<file path="src/rtl/cpu_rate_sequencer.sv">
module cpu_rate_sequencer #(
  parameter int RATE_W    = 32,
  parameter int DIV_W     = 5,
  parameter int DIV_SHIFT = 8,
  parameter int MUX_BIT   = 6,
  parameter int ADDR_W    = 8,
  parameter int CORE_ADDR = 8'h50,
  parameter int N_ENT     = 4,
  parameter int N_AUX     = 3
) (
  input  logic                    clk,
  input  logic                    rst_n,
  input  logic                    req_valid,
  input  logic [RATE_W-1:0]       req_old_rate,
  input  logic [RATE_W-1:0]       req_new_rate,
  input  logic [RATE_W-1:0]       req_alt_rate,
  input  logic                    pll_locked,
  input  logic                    tbl_wr,
  input  logic [$clog2(N_ENT)-1:0] tbl_idx,
  input  logic [RATE_W-1:0]       tbl_rate,
  input  logic [N_AUX*ADDR_W-1:0] tbl_addr,
  input  logic [N_AUX*32-1:0]     tbl_val,
  input  logic [RATE_W-1:0]       parent_rate,
  output logic                    wr_valid,
  output logic [ADDR_W-1:0]       wr_addr,
  output logic [31:0]             wr_data,
  input  logic                    wr_ready,
  output logic                    core_sel,
  output logic [DIV_W-1:0]        core_div,
  output logic [RATE_W-1:0]       core_rate,
  output logic                    busy,
  output logic                    done,
  output logic                    error
);
  localparam int IDX_W  = $clog2(N_ENT);
  localparam int SLOT_W = (N_AUX > 1) ? $clog2(N_AUX) : 1;
  localparam int ACC_W  = RATE_W + DIV_W + 1;
  localparam logic [DIV_W-1:0]  DMAX   = {DIV_W{1'b1}};
  localparam logic [15:0]       MUX_M  = 16'(1) << MUX_BIT;
  localparam logic [15:0]       DIV_M  = 16'(DMAX) << DIV_SHIFT;
  localparam logic [ADDR_W-1:0] CORE_A = ADDR_W'(CORE_ADDR);
  localparam logic [SLOT_W-1:0] LAST   = SLOT_W'(N_AUX - 1);

  typedef enum logic [3:0] {
    IDLE, PRE_CALC, PRE_WRITE, WAIT_PLL, LOOKUP,
    AUX_EARLY, REMUX, AUX_LATE, FIN
  } st_t;

  st_t st;
  logic [RATE_W-1:0] old_q, new_q, alt_q;
  logic [ACC_W-1:0]  acc;
  logic [DIV_W-1:0]  cnt;
  logic              need, err;
  logic [IDX_W-1:0]  sel;
  logic [SLOT_W-1:0] slot;
  logic [15:0]       core_q;

  logic                  t_vld  [N_ENT];
  logic [RATE_W-1:0]     t_rate [N_ENT];
  logic [ADDR_W-1:0]     t_addr [N_ENT][N_AUX];
  logic [31:0]           t_val  [N_ENT][N_AUX];

  logic              hit;
  logic [IDX_W-1:0]  hit_idx;
  always_comb begin
    hit = 1'b0;
    hit_idx = '0;
    for (int i = N_ENT - 1; i >= 0; i--)
      if (t_vld[i] && t_rate[i] == new_q) begin
        hit = 1'b1;
        hit_idx = IDX_W'(i);
      end
  end

  logic [ADDR_W-1:0] s_addr;
  logic [31:0]       s_val;
  assign s_addr = t_addr[sel][slot];
  assign s_val  = t_val[sel][slot];

  logic aux_st, adv;
  assign aux_st = (st == AUX_EARLY) || (st == AUX_LATE);
  assign adv    = (s_addr == '0) || wr_ready;

  always_comb begin
    wr_valid = 1'b0;
    wr_addr  = CORE_A;
    wr_data  = '0;
    case (st)
      PRE_WRITE: begin
        wr_valid = 1'b1;
        wr_data  = need ? {DIV_M | MUX_M, (16'(cnt) << DIV_SHIFT) | MUX_M}
                        : {MUX_M, MUX_M};
      end
      REMUX: begin
        wr_valid = 1'b1;
        wr_data  = {DIV_M | MUX_M, 16'h0000};
      end
      AUX_EARLY, AUX_LATE: begin
        wr_valid = (s_addr != '0);
        wr_addr  = s_addr;
        wr_data  = s_val;
      end
      default: ;
    endcase
  end

  always_ff @(posedge clk or negedge rst_n)
    if (!rst_n) begin
      for (int e = 0; e < N_ENT; e++) begin
        t_vld[e]  <= 1'b0;
        t_rate[e] <= '0;
        for (int s = 0; s < N_AUX; s++) begin
          t_addr[e][s] <= '0;
          t_val[e][s]  <= '0;
        end
      end
    end else if (tbl_wr) begin
      t_vld[tbl_idx]  <= 1'b1;
      t_rate[tbl_idx] <= tbl_rate;
      for (int s = 0; s < N_AUX; s++) begin
        t_addr[tbl_idx][s] <= tbl_addr[s*ADDR_W +: ADDR_W];
        t_val[tbl_idx][s]  <= tbl_val[s*32 +: 32];
      end
    end

  always_ff @(posedge clk or negedge rst_n)
    if (!rst_n) core_q <= '0;
    else if (wr_valid && wr_ready && wr_addr == CORE_A)
      core_q <= (core_q & ~wr_data[31:16]) | (wr_data[15:0] & wr_data[31:16]);

  assign core_sel  = core_q[MUX_BIT];
  assign core_div  = core_q[DIV_SHIFT +: DIV_W];
  assign core_rate = parent_rate / (RATE_W'(core_div) + RATE_W'(1));

  always_ff @(posedge clk or negedge rst_n)
    if (!rst_n) begin
      st <= IDLE;
      old_q <= '0; new_q <= '0; alt_q <= '0;
      acc <= '0; cnt <= '0; need <= 1'b0; err <= 1'b0;
      sel <= '0; slot <= '0;
    end else begin
      case (st)
        IDLE: if (req_valid) begin
          old_q <= req_old_rate;
          new_q <= req_new_rate;
          alt_q <= req_alt_rate;
          acc   <= ACC_W'(req_old_rate);
          cnt   <= '0;
          need  <= req_alt_rate > req_old_rate;
          err   <= 1'b0;
          st    <= PRE_CALC;
        end
        PRE_CALC:
          if (!need || acc >= ACC_W'(alt_q) || cnt == DMAX) st <= PRE_WRITE;
          else begin
            acc <= acc + ACC_W'(old_q);
            cnt <= cnt + 1'b1;
          end
        PRE_WRITE: if (wr_ready) st <= WAIT_PLL;
        WAIT_PLL:  if (pll_locked) st <= LOOKUP;
        LOOKUP: begin
          sel  <= hit_idx;
          slot <= '0;
          if (!hit) begin
            err <= 1'b1;
            st  <= FIN;
          end else st <= (new_q > old_q) ? AUX_EARLY : REMUX;
        end
        AUX_EARLY, AUX_LATE: if (adv) begin
          if (slot == LAST) st <= (st == AUX_EARLY) ? REMUX : FIN;
          else slot <= slot + 1'b1;
        end
        REMUX: if (wr_ready) begin
          slot <= '0;
          st   <= (new_q < old_q) ? AUX_LATE : FIN;
        end
        FIN: st <= IDLE;
        default: st <= IDLE;
      endcase
    end

  assign busy  = (st != IDLE);
  assign done  = (st == FIN);
  assign error = done && err;
  logic unused_ok;
  assign unused_ok = aux_st;
endmodule

</file>
<file path="config.mk">
export PLATFORM = sky130hd
export DESIGN_NAME = cpu_rate_sequencer
export DESIGN_NICKNAME = d
export VERILOG_FILES = /design/src/rtl/cpu_rate_sequencer.sv
export SDC_FILE = /design/constraint.sdc
export NUM_CORES = 2
export LEC_CHECK = 0
export BUFFER_PORTS_ARGS = -buffer_cell sky130_fd_sc_hd__buf_4
export CAP_MARGIN = 40
export CORE_MARGIN = 2
export CORE_UTILIZATION = 51
export DETAILED_ROUTE_END_ITERATION = 6
export GPL_TIMING_DRIVEN = 0
export MAX_ROUTING_LAYER = met4
export PLACE_DENSITY = 0.8
export SLEW_MARGIN = 20
export SYNTH_ARGS = -nofsm -noshare
export SYNTH_HDL_FRONTEND = slang
export SYNTH_SLANG_ARGS = --single-unit
</file>
<file path="constraint.sdc">
create_clock -name clk -period 136 [get_ports clk]
set_input_delay 27.2 -clock clk [delete_from_list [all_inputs] [get_ports clk]]
set_output_delay 27.2 -clock clk [all_outputs]
set_load 0.02 [all_outputs]
</file>
==> results.cfg <==
[sta]
period_needed_ns = 131.32
skew_ns = 0.02852
drv_slew = 0
fmaxAchievable_mhz = 7.615
hold_violations = 0
fin_crit_sh = 0.9656
hold_slack_ns = 0.4780
slew_headroom = 0.3529
setup_viol = 0
finalSetupTns_ns = 0
tightestPinTransition_ns = 0.9633

[place]
port_buffers = 369
gp_congestion = 0.9765
post-dp-hpwl_um = 133500

[worst_setup_path]
cpMostUsedCell = o21a_1
rrSetupSlack_ns = 129.52
path_class = input pin to output pin
crit_required_ns = 108.80
reg2reg_depth = 35
cp-start-kind = input pin
critPathCaptureType = output pin
critPathSlowestCell = or4_4
crit_arrival_ns = 104.12
cp_slowest_stage_delay_ns = 0.61
cp_max_fo = 10

[global_route]
grt_max_degree = 107
grt_pass1_vias = 47880
grt_pass1_wl_um = 270700
gr-total-overflow = 0
grt.total_usage = 0.3137
antenna_found_initial = 36

[clock_tree]
cts_hold_buf = 0
clockRootBuffer = clkbuf_16
insertion_delay_ns = 0.65
cts_buffers = 76
cts_tree = done
cts.path.max_buffers = 3
clock-sinks = 767
htree_levels = 3
clk_pin_slew_ns = 0.06

[floorplanning]
row_count = 121
core_mm2 = 0.1087
die_height_um = 334.9
start_util = 0.5138
die_area_mm2 = 0.1122
io_pins = 370
die_x_um = 334.9

[logic_synthesis]
yosysSeqAreaShare = 0.3437
ys.flop_type = dfrtp_1
synthCells = 5679
postSynth.asyncResetShare = 1.000
syn_nets = 6279
ys.warnings.count = 0
ys_seq_elements = 767
synth_area_mm2 = 0.05585
synth_edf_count = 0
syn_area_per_cell_um2 = 9.834
ys_types = 130

[layout]
regArea_mm2 = 0.01919
layout_commonest_cell = dfrtp_1
nets = 6831
multiInputGateArea_mm2 = 0.03550
drive_above_1_share = 0.2670
layout-area-overhead-vs-synth_pct = 16.33
nFillCells = 8711
final_cell_mix = dfrtp_1 (766), mux2_2 (661), nand2_1 (442), buf_4 (438), nor2_1 (362)

[route]
drt-pass1-iter-count = 7
drc_errors = 0
via_per_inst = 6.239
wirelength_um = 175700
wl_per_cell_um = 22.68
drt_iter0_drc = 4209
num_vias = 48329
drtAntennaViolNets = 0

[hold_path]
hold_class = register to register
hold_depth = 2

[status]
outcome = finished, final reports clean

[job]
cap_violations = 0
==> critical path, delay by kind of cell <==
| family | cells | cell delay, ns |
|---|---|---|
| AND/OR/NAND/NOR | 131 | 25.11 |
| multiplexers | 3 | 0.71 |
| buffers and inverters | 52 | 7.94 |
| AO/OA/AOI/OAI | 181 | 33.48 |
| adder cells (fa/ha/maj) | 32 | 9.49 |
==> area by class of cell <==
type / count / share of cell area
sequential: 767 / 0.2955
inverter: 190 / 0.01111
buffer: 274 / 0.01797
clock inverter: 31 / 0.005624
antenna: 41 / 0.001579
clock buffer: 107 / 0.03449
multi-input combinational: 4447 / 0.5464
timing repair buffer: 475 / 0.06016
tap: 1414 / 0.02723
==> timing repair <==
item                       in CTS  in global routing
setup buffers                   9                 47
setup endpoints to repair       3                  3
pin swaps                       9                 24
resized for setup              53                129
==> cell usage after synthesis (12+ instances only) <==
| cell | count | share of area |
|---|---|---|
| or3_1 | 29 | 0.0032 |
| and3_1 | 58 | 0.0065 |
| o31ai_1 | 59 | 0.0079 |
| or4_1 | 21 | 0.0028 |
| nand2b_1 | 60 | 0.0067 |
| mux2_2 | 661 | 0.13 |
| a21boi_1 | 12 | 0.0016 |
| a21o_1 | 68 | 0.0091 |
| a22oi_1 | 22 | 0.0030 |
| inv_1 | 177 | 0.012 |
| dfrtp_1 | 767 | 0.34 |
| nand2_1 | 450 | 0.030 |
| o211a_1 | 14 | 0.0025 |
| buf_1 | 26 | 0.0017 |
| clkbuf_1 | 216 | 0.015 |
| o31a_1 | 15 | 0.0024 |
| xor2_1 | 86 | 0.013 |
| nor4_1 | 50 | 0.0056 |
| xnor2_1 | 239 | 0.037 |
| or2_2 | 41 | 0.0046 |
| o21bai_1 | 34 | 0.0046 |
| buf_2 | 22 | 0.0020 |
| and4_1 | 22 | 0.0035 |
| o21a_1 | 129 | 0.017 |
| nor2_1 | 372 | 0.025 |
| a211o_1 | 13 | 0.0020 |
| o21ai_0 | 262 | 0.023 |
| ha_1 | 311 | 0.070 |
| nor4b_1 | 12 | 0.0019 |
| a211oi_1 | 33 | 0.0044 |
| o211ai_1 | 42 | 0.0056 |
| nand4_1 | 86 | 0.0096 |
| mux2i_1 | 79 | 0.014 |
| o22ai_1 | 24 | 0.0027 |
| nand3_1 | 97 | 0.0087 |
| a21oi_1 | 283 | 0.025 |
| and2_1 | 56 | 0.0063 |
| nor3_1 | 162 | 0.015 |
| mux4_2 | 120 | 0.048 |
| a41oi_1 | 15 | 0.0024 |
| o21ai_1 | 30 | 0.0027 |
| a31oi_1 | 46 | 0.0052 |
| nor2b_1 | 54 | 0.0060 |
==> cell families (layout without fill, tap and decap cells) <==
| group | after synthesis | after routing | share of synthesized area |
|---|---|---|---|
| other cells | 0 | 41 | 0 |
| mux | 869 | 869 | 0.1980 |
| compound gates | 1255 | 1255 | 0.1495 |
| simple gates | 1683 | 1683 | 0.1547 |
| buf+inv | 465 | 1077 | 0.03264 |
| flops | 767 | 767 | 0.3437 |
| xor+xnor | 325 | 325 | 0.05097 |
| fa+ha+maj | 315 | 315 | 0.07057 |
==> sequential cells by signal, summed over array words and instances (netlist names), 5 cells and up, named ones only <==
name / count
acc: 38
alt_q: 32
cnt: 5
new_q: 32
old_q: 32
t_addr: 96
t_rate: 128
t_val: 384
==> metrics by stage <==
stage | util | std cells | cell area (µm²) | setup WS [ns]
finish | 0.5977 | 7746 | 64970 | 4.679
detailed placement | 0.5616 | 7501 | 61050 | -7.749
floorplan | - | 5679 | 55850 | 5.856
global route | 0.5975 | 7739 | 64950 | -0.3996
global placement | 0.5555 | 7462 | 60390 | -6.366
CTS | 0.5883 | 7648 | 63950 | 0.06571
==> final timing paths <==
path | startpoint | end
max | parent_rate[31] | core_rate[0]
min | err$_DFFE_PN0P_ | err$_DFFE_PN0P_
max reg2reg | acc[1]$_DFFE_PN0P_ | acc[37]$_DFFE_PN0P_
min reg2reg | err$_DFFE_PN0P_ | err$_DFFE_PN0P_
max in group asynchronous | rst_n | alt_q[14]$_DFFE_PN0P_
min in group asynchronous | rst_n | t_val[178]$_DFFE_PN0P_
==> routing by layer <==
layer / track usage / vias up / share of wire
li1: - / 22158 / -
met5: - / - / 0
met2: 0.4956 / 1888 / 0.47
met3: 0.06552 / 440 / 0.078
met4: 0.1405 / 0 / 0.045
met1: 0.3882 / 23843 / 0.41
Power is not shown: default switching activity piles up to over one toggle a cycle in this logic, so the estimate is an artifact.
